`config.mk`:
```
export PLATFORM = sky130hd
export DESIGN_NAME = barrel_shifter32
export DESIGN_NICKNAME = d
export VERILOG_FILES = /design/src/rtl/barrel_pkg.sv /design/src/rtl/shift_stage.sv /design/src/rtl/rrx_unit.sv /design/src/rtl/barrel_shifter32.sv
export SDC_FILE = /design/constraint.sdc
export NUM_CORES = 1
export LEC_CHECK = 0
export CORE_MARGIN = 2
export CORE_UTILIZATION = 44
export DETAILED_ROUTE_END_ITERATION = 10
export PLACE_DENSITY = 0.74
export SLEW_MARGIN = 20
export SYNTH_ARGS = -nofsm -noshare
export SYNTH_HDL_FRONTEND = slang
export SYNTH_HIERARCHICAL = 1
export SYNTH_SLANG_ARGS = --single-unit
```
`constraint.sdc`:
```
create_clock -name vclk -period 5.6
set_input_delay 1.12 -clock vclk [all_inputs]
set_output_delay 1.12 -clock vclk [all_outputs]
set_load 0.05 [all_outputs]
```
`src/rtl/barrel_pkg.sv`:
```
package barrel_pkg;

    localparam int SH_WIDTH  = 32;
    localparam int SH_AMT_W  = $clog2(SH_WIDTH);
    localparam int SH_STAGES = SH_AMT_W;

    typedef enum logic [1:0] {
        SK_LSL = 2'b00,
        SK_LSR = 2'b01,
        SK_ASR = 2'b10,
        SK_ROR = 2'b11
    } shift_kind_e;

    typedef logic [SH_WIDTH-1:0] word_t;

    // Value and carry travelling together down the stage cascade.
    typedef struct packed {
        word_t data;
        logic  carry;
    } stage_bus_t;

    // Distance moved by stage index s (largest first).
    function automatic int stage_dist(input int s);
        return 1 << (SH_STAGES - 1 - s);
    endfunction

endpackage

```
`src/rtl/shift_stage.sv`:
```
module shift_stage
    import barrel_pkg::*;
#(
    parameter int DIST = 1
) (
    input  stage_bus_t  bus_in,
    input  shift_kind_e kind,
    input  logic        enable,
    input  logic        sign_bit,
    output stage_bus_t  bus_out
);
    localparam int W = SH_WIDTH;

    word_t moved;
    logic  lost_bit;

    always_comb begin
        unique case (kind)
            SK_LSL: begin
                moved    = {bus_in.data[W-DIST-1:0], {DIST{1'b0}}};
                lost_bit = bus_in.data[W-DIST];
            end
            SK_LSR: begin
                moved    = {{DIST{1'b0}}, bus_in.data[W-1:DIST]};
                lost_bit = bus_in.data[DIST-1];
            end
            SK_ASR: begin
                moved    = {{DIST{sign_bit}}, bus_in.data[W-1:DIST]};
                lost_bit = bus_in.data[DIST-1];
            end
            default: begin
                moved    = {bus_in.data[DIST-1:0], bus_in.data[W-1:DIST]};
                lost_bit = bus_in.data[DIST-1];
            end
        endcase
    end

    always_comb begin
        if (enable) begin
            bus_out.data  = moved;
            bus_out.carry = lost_bit;
        end else begin
            bus_out = bus_in;
        end
    end

endmodule

```
`src/rtl/rrx_unit.sv`:
```
module rrx_unit
    import barrel_pkg::*;
(
    input  word_t      operand,
    input  logic       carry_in,
    input  logic       select,
    input  stage_bus_t cascade,
    output stage_bus_t chosen
);
    stage_bus_t ext;

    always_comb begin
        ext.data  = {carry_in, operand[SH_WIDTH-1:1]};
        ext.carry = operand[0];
        chosen    = select ? ext : cascade;
    end

endmodule

```
`src/rtl/barrel_shifter32.sv`:
```
module barrel_shifter32
    import barrel_pkg::*;
(
    input  logic [31:0] operand_i,
    input  logic [1:0]  kind_i,
    input  logic [4:0]  amount_i,
    input  logic        rrx_i,
    input  logic        carry_i,
    output logic [31:0] result_o,
    output logic        carry_o
);
    stage_bus_t  chain [0:SH_STAGES];
    stage_bus_t  final_bus;
    shift_kind_e kind;

    assign kind     = shift_kind_e'(kind_i);
    assign chain[0] = '{data: operand_i, carry: carry_i};

    for (genvar s = 0; s < SH_STAGES; s++) begin : g_stage
        shift_stage #(.DIST(stage_dist(s))) u_stage (
            .bus_in   (chain[s]),
            .kind     (kind),
            .enable   (amount_i[SH_STAGES-1-s]),
            .sign_bit (operand_i[SH_WIDTH-1]),
            .bus_out  (chain[s+1])
        );
    end

    rrx_unit u_rrx (
        .operand  (operand_i),
        .carry_in (carry_i),
        .select   (rrx_i),
        .cascade  (chain[SH_STAGES]),
        .chosen   (final_bus)
    );

    assign result_o = final_bus.data;
    assign carry_o  = final_bus.carry;

endmodule

```
==> run_results.csv, run 1 <==
group,metric,value,unit
status,status,"finished, final reports clean",
global_route,grt_max_degree,101,
sta,period_needed,5.56,ns
global_route,grtUsageTotal,31.3,%
layout,nClkBuffers,0,
drt,post-route-drc-count,0,
drt,top_layer,"met4",
floorplanning,coreArea,10800,um2
logic_synthesis,syn_nets,768,
layout,drive_above_1_share,36.3,%
sta,relSlewSlack,27.8,%
layout,nFillCells,813,
logic_synthesis,synth_seq_area_share,0,%
global_route,grt_pass1_vias,5636,
critical_path,critical_path_class,"primary input to output pin",
worst_hold_path,hold_path_class,"primary input to output pin",
global_route,grt_first_pass_wirelength,29.7,mm
sta,fmax,0.180,GHz
sta,post-route-period-util,99.2,%
layout,flops_and_latches,0,
placement,io_buffers,74,
power,power_density,136,nW/um2
drt,dr.pass1.iters,8,
placement,dpl_cell_area,6820,um2
floorplanning,die_area,11900,um2
layout,instances_no_fill,1032,
drt,wl_met3,1.94,mm
critical_path,start_kind,"primary input",
floorplanning,num_rows,38,
global_route,grt.overflow.total,0,
layout,layout.nets,935,
drt,drtAntennaViolNets,0,
drt,vias,6591,
placement,dp_cells,1017,
floorplanning,die_h,109,um
global_route,antenna_found_initial,0,
critical_path,arrival,4.44,ns
layout,utilization,69.4,%
floorplanning,start_util,45.0,%
drt,wirelength,20.6,mm
logic_synthesis,syn_inst,727,
placement,gp_congestion,1.01,
placement,dp_hpwl,14.5,mm
logic_synthesis,synth_warnings,6,
floorplanning,ioPinCount,74,
critical_path,worstPathRequired,4.48,ns
clock_network,ctsHoldBuffers,0,
logic_synthesis,ys_types,29,
power,peakVddDrop,0.0951,mV
run,maxCapViolations,0,
drt,detail_route.wl_per_cell,20.0,um
critical_path,end_kind,"output pin",
critical_path,critPathMaxFanout,3,
power,leakagePower,3.25,nW
logic_synthesis,netlist_area,4880,um2
layout,postLayoutCellArea,7520,um2
sta,finalHoldViolations,0,
sta,finalSetupViolations,0,
drt,met1_length,8.02,mm
sta,worst_slew_pin_slew,1.08,ns
floorplanning,fp.dieW,109,um
drt,drtIter0Drc,765,
layout,seqCellArea,0,um2
logic_synthesis,syn-mean-instance-area,6.71,um2
layout,antenna_cells,0,
drt,via_per_inst,6.39,
sta,slew_viol_final,0,
drt,dr_wl_met2,9.52,mm
layout,areaGrowthSynthToFinish,54.2,%
[critical path, cell delays in order]
cell and delay (ns):
clkdlybuf4s50_1 0.57, inv_1 0.09, o22ai_1 0.24, or3b_1 0.39, a31oi_1 0.24, or3b_1 0.37, a31oi_1 0.22, or3b_1 0.41
a31oi_4 0.22, mux2i_1 0.10, a21oi_1 0.16, mux2_4 0.18, buf_12 0.13
[per-layer routing]
layer	track usage [%]	vias to the layer above
met5	0	-
met4	11.2	0
met3	2.43	101
met2	54.8	399
met1	40.2	3051
li1	-	3040
[timing repair]
action | CTS | global route
endpoints found under the setup margin | 21 | 30
buffers inserted | 5 | 7
pin swaps | 16 | 35
gates resized for setup | 27 | 93
gates cloned | 1 | 2
hold endpoints to repair | 0 | 0
[where the power goes]
part | total [mW] | internal, mW | switching, mW
registers | 0 | 0 | 0
clock network | 0 | 0 | 0
logic | 1.02 | 0.491 | 0.531
[cell usage after synthesis]
master	n	share of area (%)
a21oi_1	31	3.2
a31oi_1	70	9.0
a31oi_2	3	0.77
buf_1	1	0.077
buf_12	3	1.2
buf_2	32	3.3
buf_4	2	0.31
buf_6	12	2.8
buf_8	3	0.92
clkbuf_1	28	2.2
clkbuf_2	5	0.51
inv_1	46	3.5
mux2_2	3	0.69
mux2_4	30	9.2
mux2i_1	62	13
nand2_1	36	2.8
nand2b_1	15	1.9
nand4bb_1	23	5.3
nor2_1	106	8.2
nor2_2	1	0.13
nor2_4	1	0.23
nor2b_1	1	0.13
o211ai_1	15	2.3
o21ai_0	64	6.6
o21ai_1	9	0.92
o221ai_1	15	2.7
o22ai_1	31	4.0
or3b_1	72	13
or4bb_1	7	1.6
[per-stage QoR]
| step | TNS [ns] | hold WS, ns | worst slack (ns) | power, mW |
|---|---|---|---|---|
| floorplan | 0 | 2.46 | 0.538 | 0.506 |
| global placement | -0.714 | 3.03 | -0.167 | 0.900 |
| detailed placement | -1.99 | 3.05 | -0.248 | 0.916 |
| CTS | 0 | 2.78 | 0.00503 | 0.941 |
| global route | -0.351 | 2.68 | -0.0959 | 1.07 |
| finish | 0 | 2.69 | 0.0421 | 1.02 |
[final timing paths]
path | from | end | slack [ns] | depth (start not counted)
max | operand_i[7] | result_o[22] | 0.04 | 13
min | operand_i[6] | result_o[5] | 2.69 | 3
[area by class of cell]
class              instances  area [um2]  area share (%)
well taps                140         175            2.33
multi-input cells        595        4640            61.7
repair buffers           251        2540            33.7
inverters                 46         173            2.30
[layout by cell type (no fill, tap or decap), drive strengths merged, types with 23 or more instances in the layout]
master     n
buf      215
mux2      33
nor2     108
o21ai     73
nand2     36
or3b      72
inv       46
o22ai     31
nand4bb   23
a21oi     31
mux2i     62
a31oi     73
[kinds of logic after synthesis]
| family | after synthesis | synth area share [%] |
|---|---|---|
| buffers and inverters | 132 | 14.8 |
| AOI/OAI and AO/OA | 238 | 29.4 |
| muxes | 95 | 22.6 |
| and+or+nand+nor | 262 | 33.2 |
No activity file was read; power rests on OpenSTA's default activity.
==> inputs of run 2 (changes only) <==
--- a/config.mk
+++ b/config.mk
@@ -5,6 +5,7 @@
 export SDC_FILE = /design/constraint.sdc
 export NUM_CORES = 1
 export LEC_CHECK = 0
+export ABC_AREA = 1
 export CORE_MARGIN = 2
 export CORE_UTILIZATION = 44
 export DETAILED_ROUTE_END_ITERATION = 10
==> run_results.csv, run 2 <==
group,metric,value,unit
drt,drtAntennaViolNets,0,
layout,drive_above_1_share,11.6,%
sta,slew_viol_final,0,
drt,drtIter0Drc,567,
sta,finalSetupViolations,0,
placement,io_buffers,74,
global_route,antenna_found_initial,0,
placement,dp_hpwl,13.1,mm
floorplanning,start_util,45.5,%
global_route,grt_max_degree,54,
layout,areaGrowthSynthToFinish,17.7,%
layout,layout.nets,1089,
status,status,"finished, final reports clean",
logic_synthesis,syn-mean-instance-area,4.61,um2
run,maxCapViolations,0,
layout,final_common_cell,"nand2_1",
critical_path,start_kind,"primary input",
clock_network,cts-resized-gates,0,
logic_synthesis,ys_types,22,
global_route,grtUsageTotal,28.4,%
placement,dp_cells,1182,
clock_network,cts_setup_buffers,0,
drt,wirelength,16.6,mm
sta,relSlewSlack,35.0,%
power,leakagePower,3.07,nW
global_route,grt_first_pass_wirelength,26.6,mm
sta,period_needed,5.29,ns
global_route,grt_pass1_vias,5205,
critical_path,arrival,4.17,ns
floorplanning,coreArea,10400,um2
layout,seqCellArea,0,um2
logic_synthesis,netlist_area,4720,um2
worst_hold_path,hold_path_class,"primary input to output pin",
logic_synthesis,synth_warnings,6,
logic_synthesis,synth_most_common_cell,"nand2_1",
drt,detail_route.wl_per_cell,14.0,um
logic_synthesis,synth_commonest_cells,"nand2_1, nand3_1, inv_1, o21ai_1, o21ai_0",
logic_synthesis,synth_seq_area_share,0,%
floorplanning,num_rows,37,
sta,rsz0062_at_grt,"no",
sta,post-route-period-util,94.4,%
layout,final_cell_mix,"nand2_1, nand3_1, inv_1",
critical_path,critical_path_class,"primary input to output pin",
sta,final.setup.worst_slack,0.313,ns
logic_synthesis,syn_inst,1023,
logic_synthesis,synth_top_area_share,33.8,%
critical_path,worstPathRequired,4.48,ns
critical_path,critPathMaxFanout,33,
drt,dr.pass1.iters,5,
logic_synthesis,yosysTopAreaCell,"nand2_1",
placement,gp_congestion,0.987,
floorplanning,ioPinCount,74,
floorplanning,fp.dieW,108,um
floorplanning,die_area,11600,um2
layout,nClkBuffers,0,
layout,flops_and_latches,0,
sta,fmax,0.189,GHz
placement,dp_slack,0.292,ns
critical_path,end_kind,"output pin",
logic_synthesis,syn_nets,1064,
drt,via_per_inst,5.33,
sta,finalHoldViolations,0,
sta,finalSetupTns,0,ns
power,peakVddDrop,0.0982,mV
floorplanning,die_h,108,um
sta,worst_slew_pin_slew,0.972,ns
drt,post-route-drc-count,0,
power,power_density,133,nW/um2
global_route,grt.overflow.total,0,
layout,instances_no_fill,1182,
clock_network,ctsHoldBuffers,0,
drt,vias,6298,
logic_synthesis,synth.area.top_cells,"nand2_1, nand3_1, inv_1, o21ai_1, buf_6",
layout,nFillCells,1146,
layout,antenna_cells,0,
run 2: kinds of logic (layout without fill, tap and decap cells):
family | after synthesis | count (layout) | synth area share [%]
buf+inv | 220 | 243 | 23.4
simple gates | 670 | 670 | 61.6
compound gates | 133 | 133 | 15.0
run 2: area by class of cell:
| type | instances | area (um2) | area share [%] |
|---|---|---|---|
| Inverter | 146 | 556 | 10.0 |
| Timing Repair Buffer | 97 | 1210 | 21.9 |
| Tap cell | 136 | 170 | 3.07 |
| Multi-Input combinational cell | 803 | 3610 | 65.1 |
run 2: critical path, cell delays in order:
cell             delay (ns)
clkdlybuf4s50_1        0.54
buf_12                 0.21
nand2_1                0.06
o21ai_0                0.24
inv_1                  0.11
o21ai_0                0.42
inv_1                  0.11
nand2_1                0.09
nand3_1                0.06
o21ai_0                0.10
inv_1                  0.10
nand2_1                0.08
nand3_1                0.08
o21ai_1                0.13
inv_1                  0.10
nand2_1                0.07
nand3_1                0.06
o21ai_1                0.09
nand2_1                0.12
nand2_1                0.09
buf_4                  0.19
run 2: path summary, 6_finish.rpt:
kind                  slack, ns      endpoint     startpoint  depth (start not counted)
worst min-delay path       3.01  result_o[22]  operand_i[23]                          4
worst max-delay path       0.31  result_o[12]    amount_i[4]                         21
run 2: metal layers:
layer  vias up  share of wire (%)  global-route usage [%]
li1       3217                  -                       -
met3        32                7.7                    1.03
met2       288                 44                    44.1
met4         0                3.9                    8.97
met1      2761                 45                    42.0
met5         -                  0                       0
run 2: where the power goes:
group	switching (mW)	internal, mW
logic	0.474	0.267
registers	0	0
clock network	0	0
run 2: stage by stage:
stage / cell area, um2 / total power [mW] / util (%) / hold WS (ns)
after floorplan: 4720 / 0.489 / - / 2.56
after global placement: 5550 / 0.727 / 53.5 / 3.00
after detailed placement: 5550 / 0.732 / 53.5 / 3.00
after CTS: 5550 / 0.734 / 53.5 / 3.01
after global routing: 5550 / 0.808 / 53.5 / 3.03
final: 5550 / 0.741 / 53.5 / 3.01
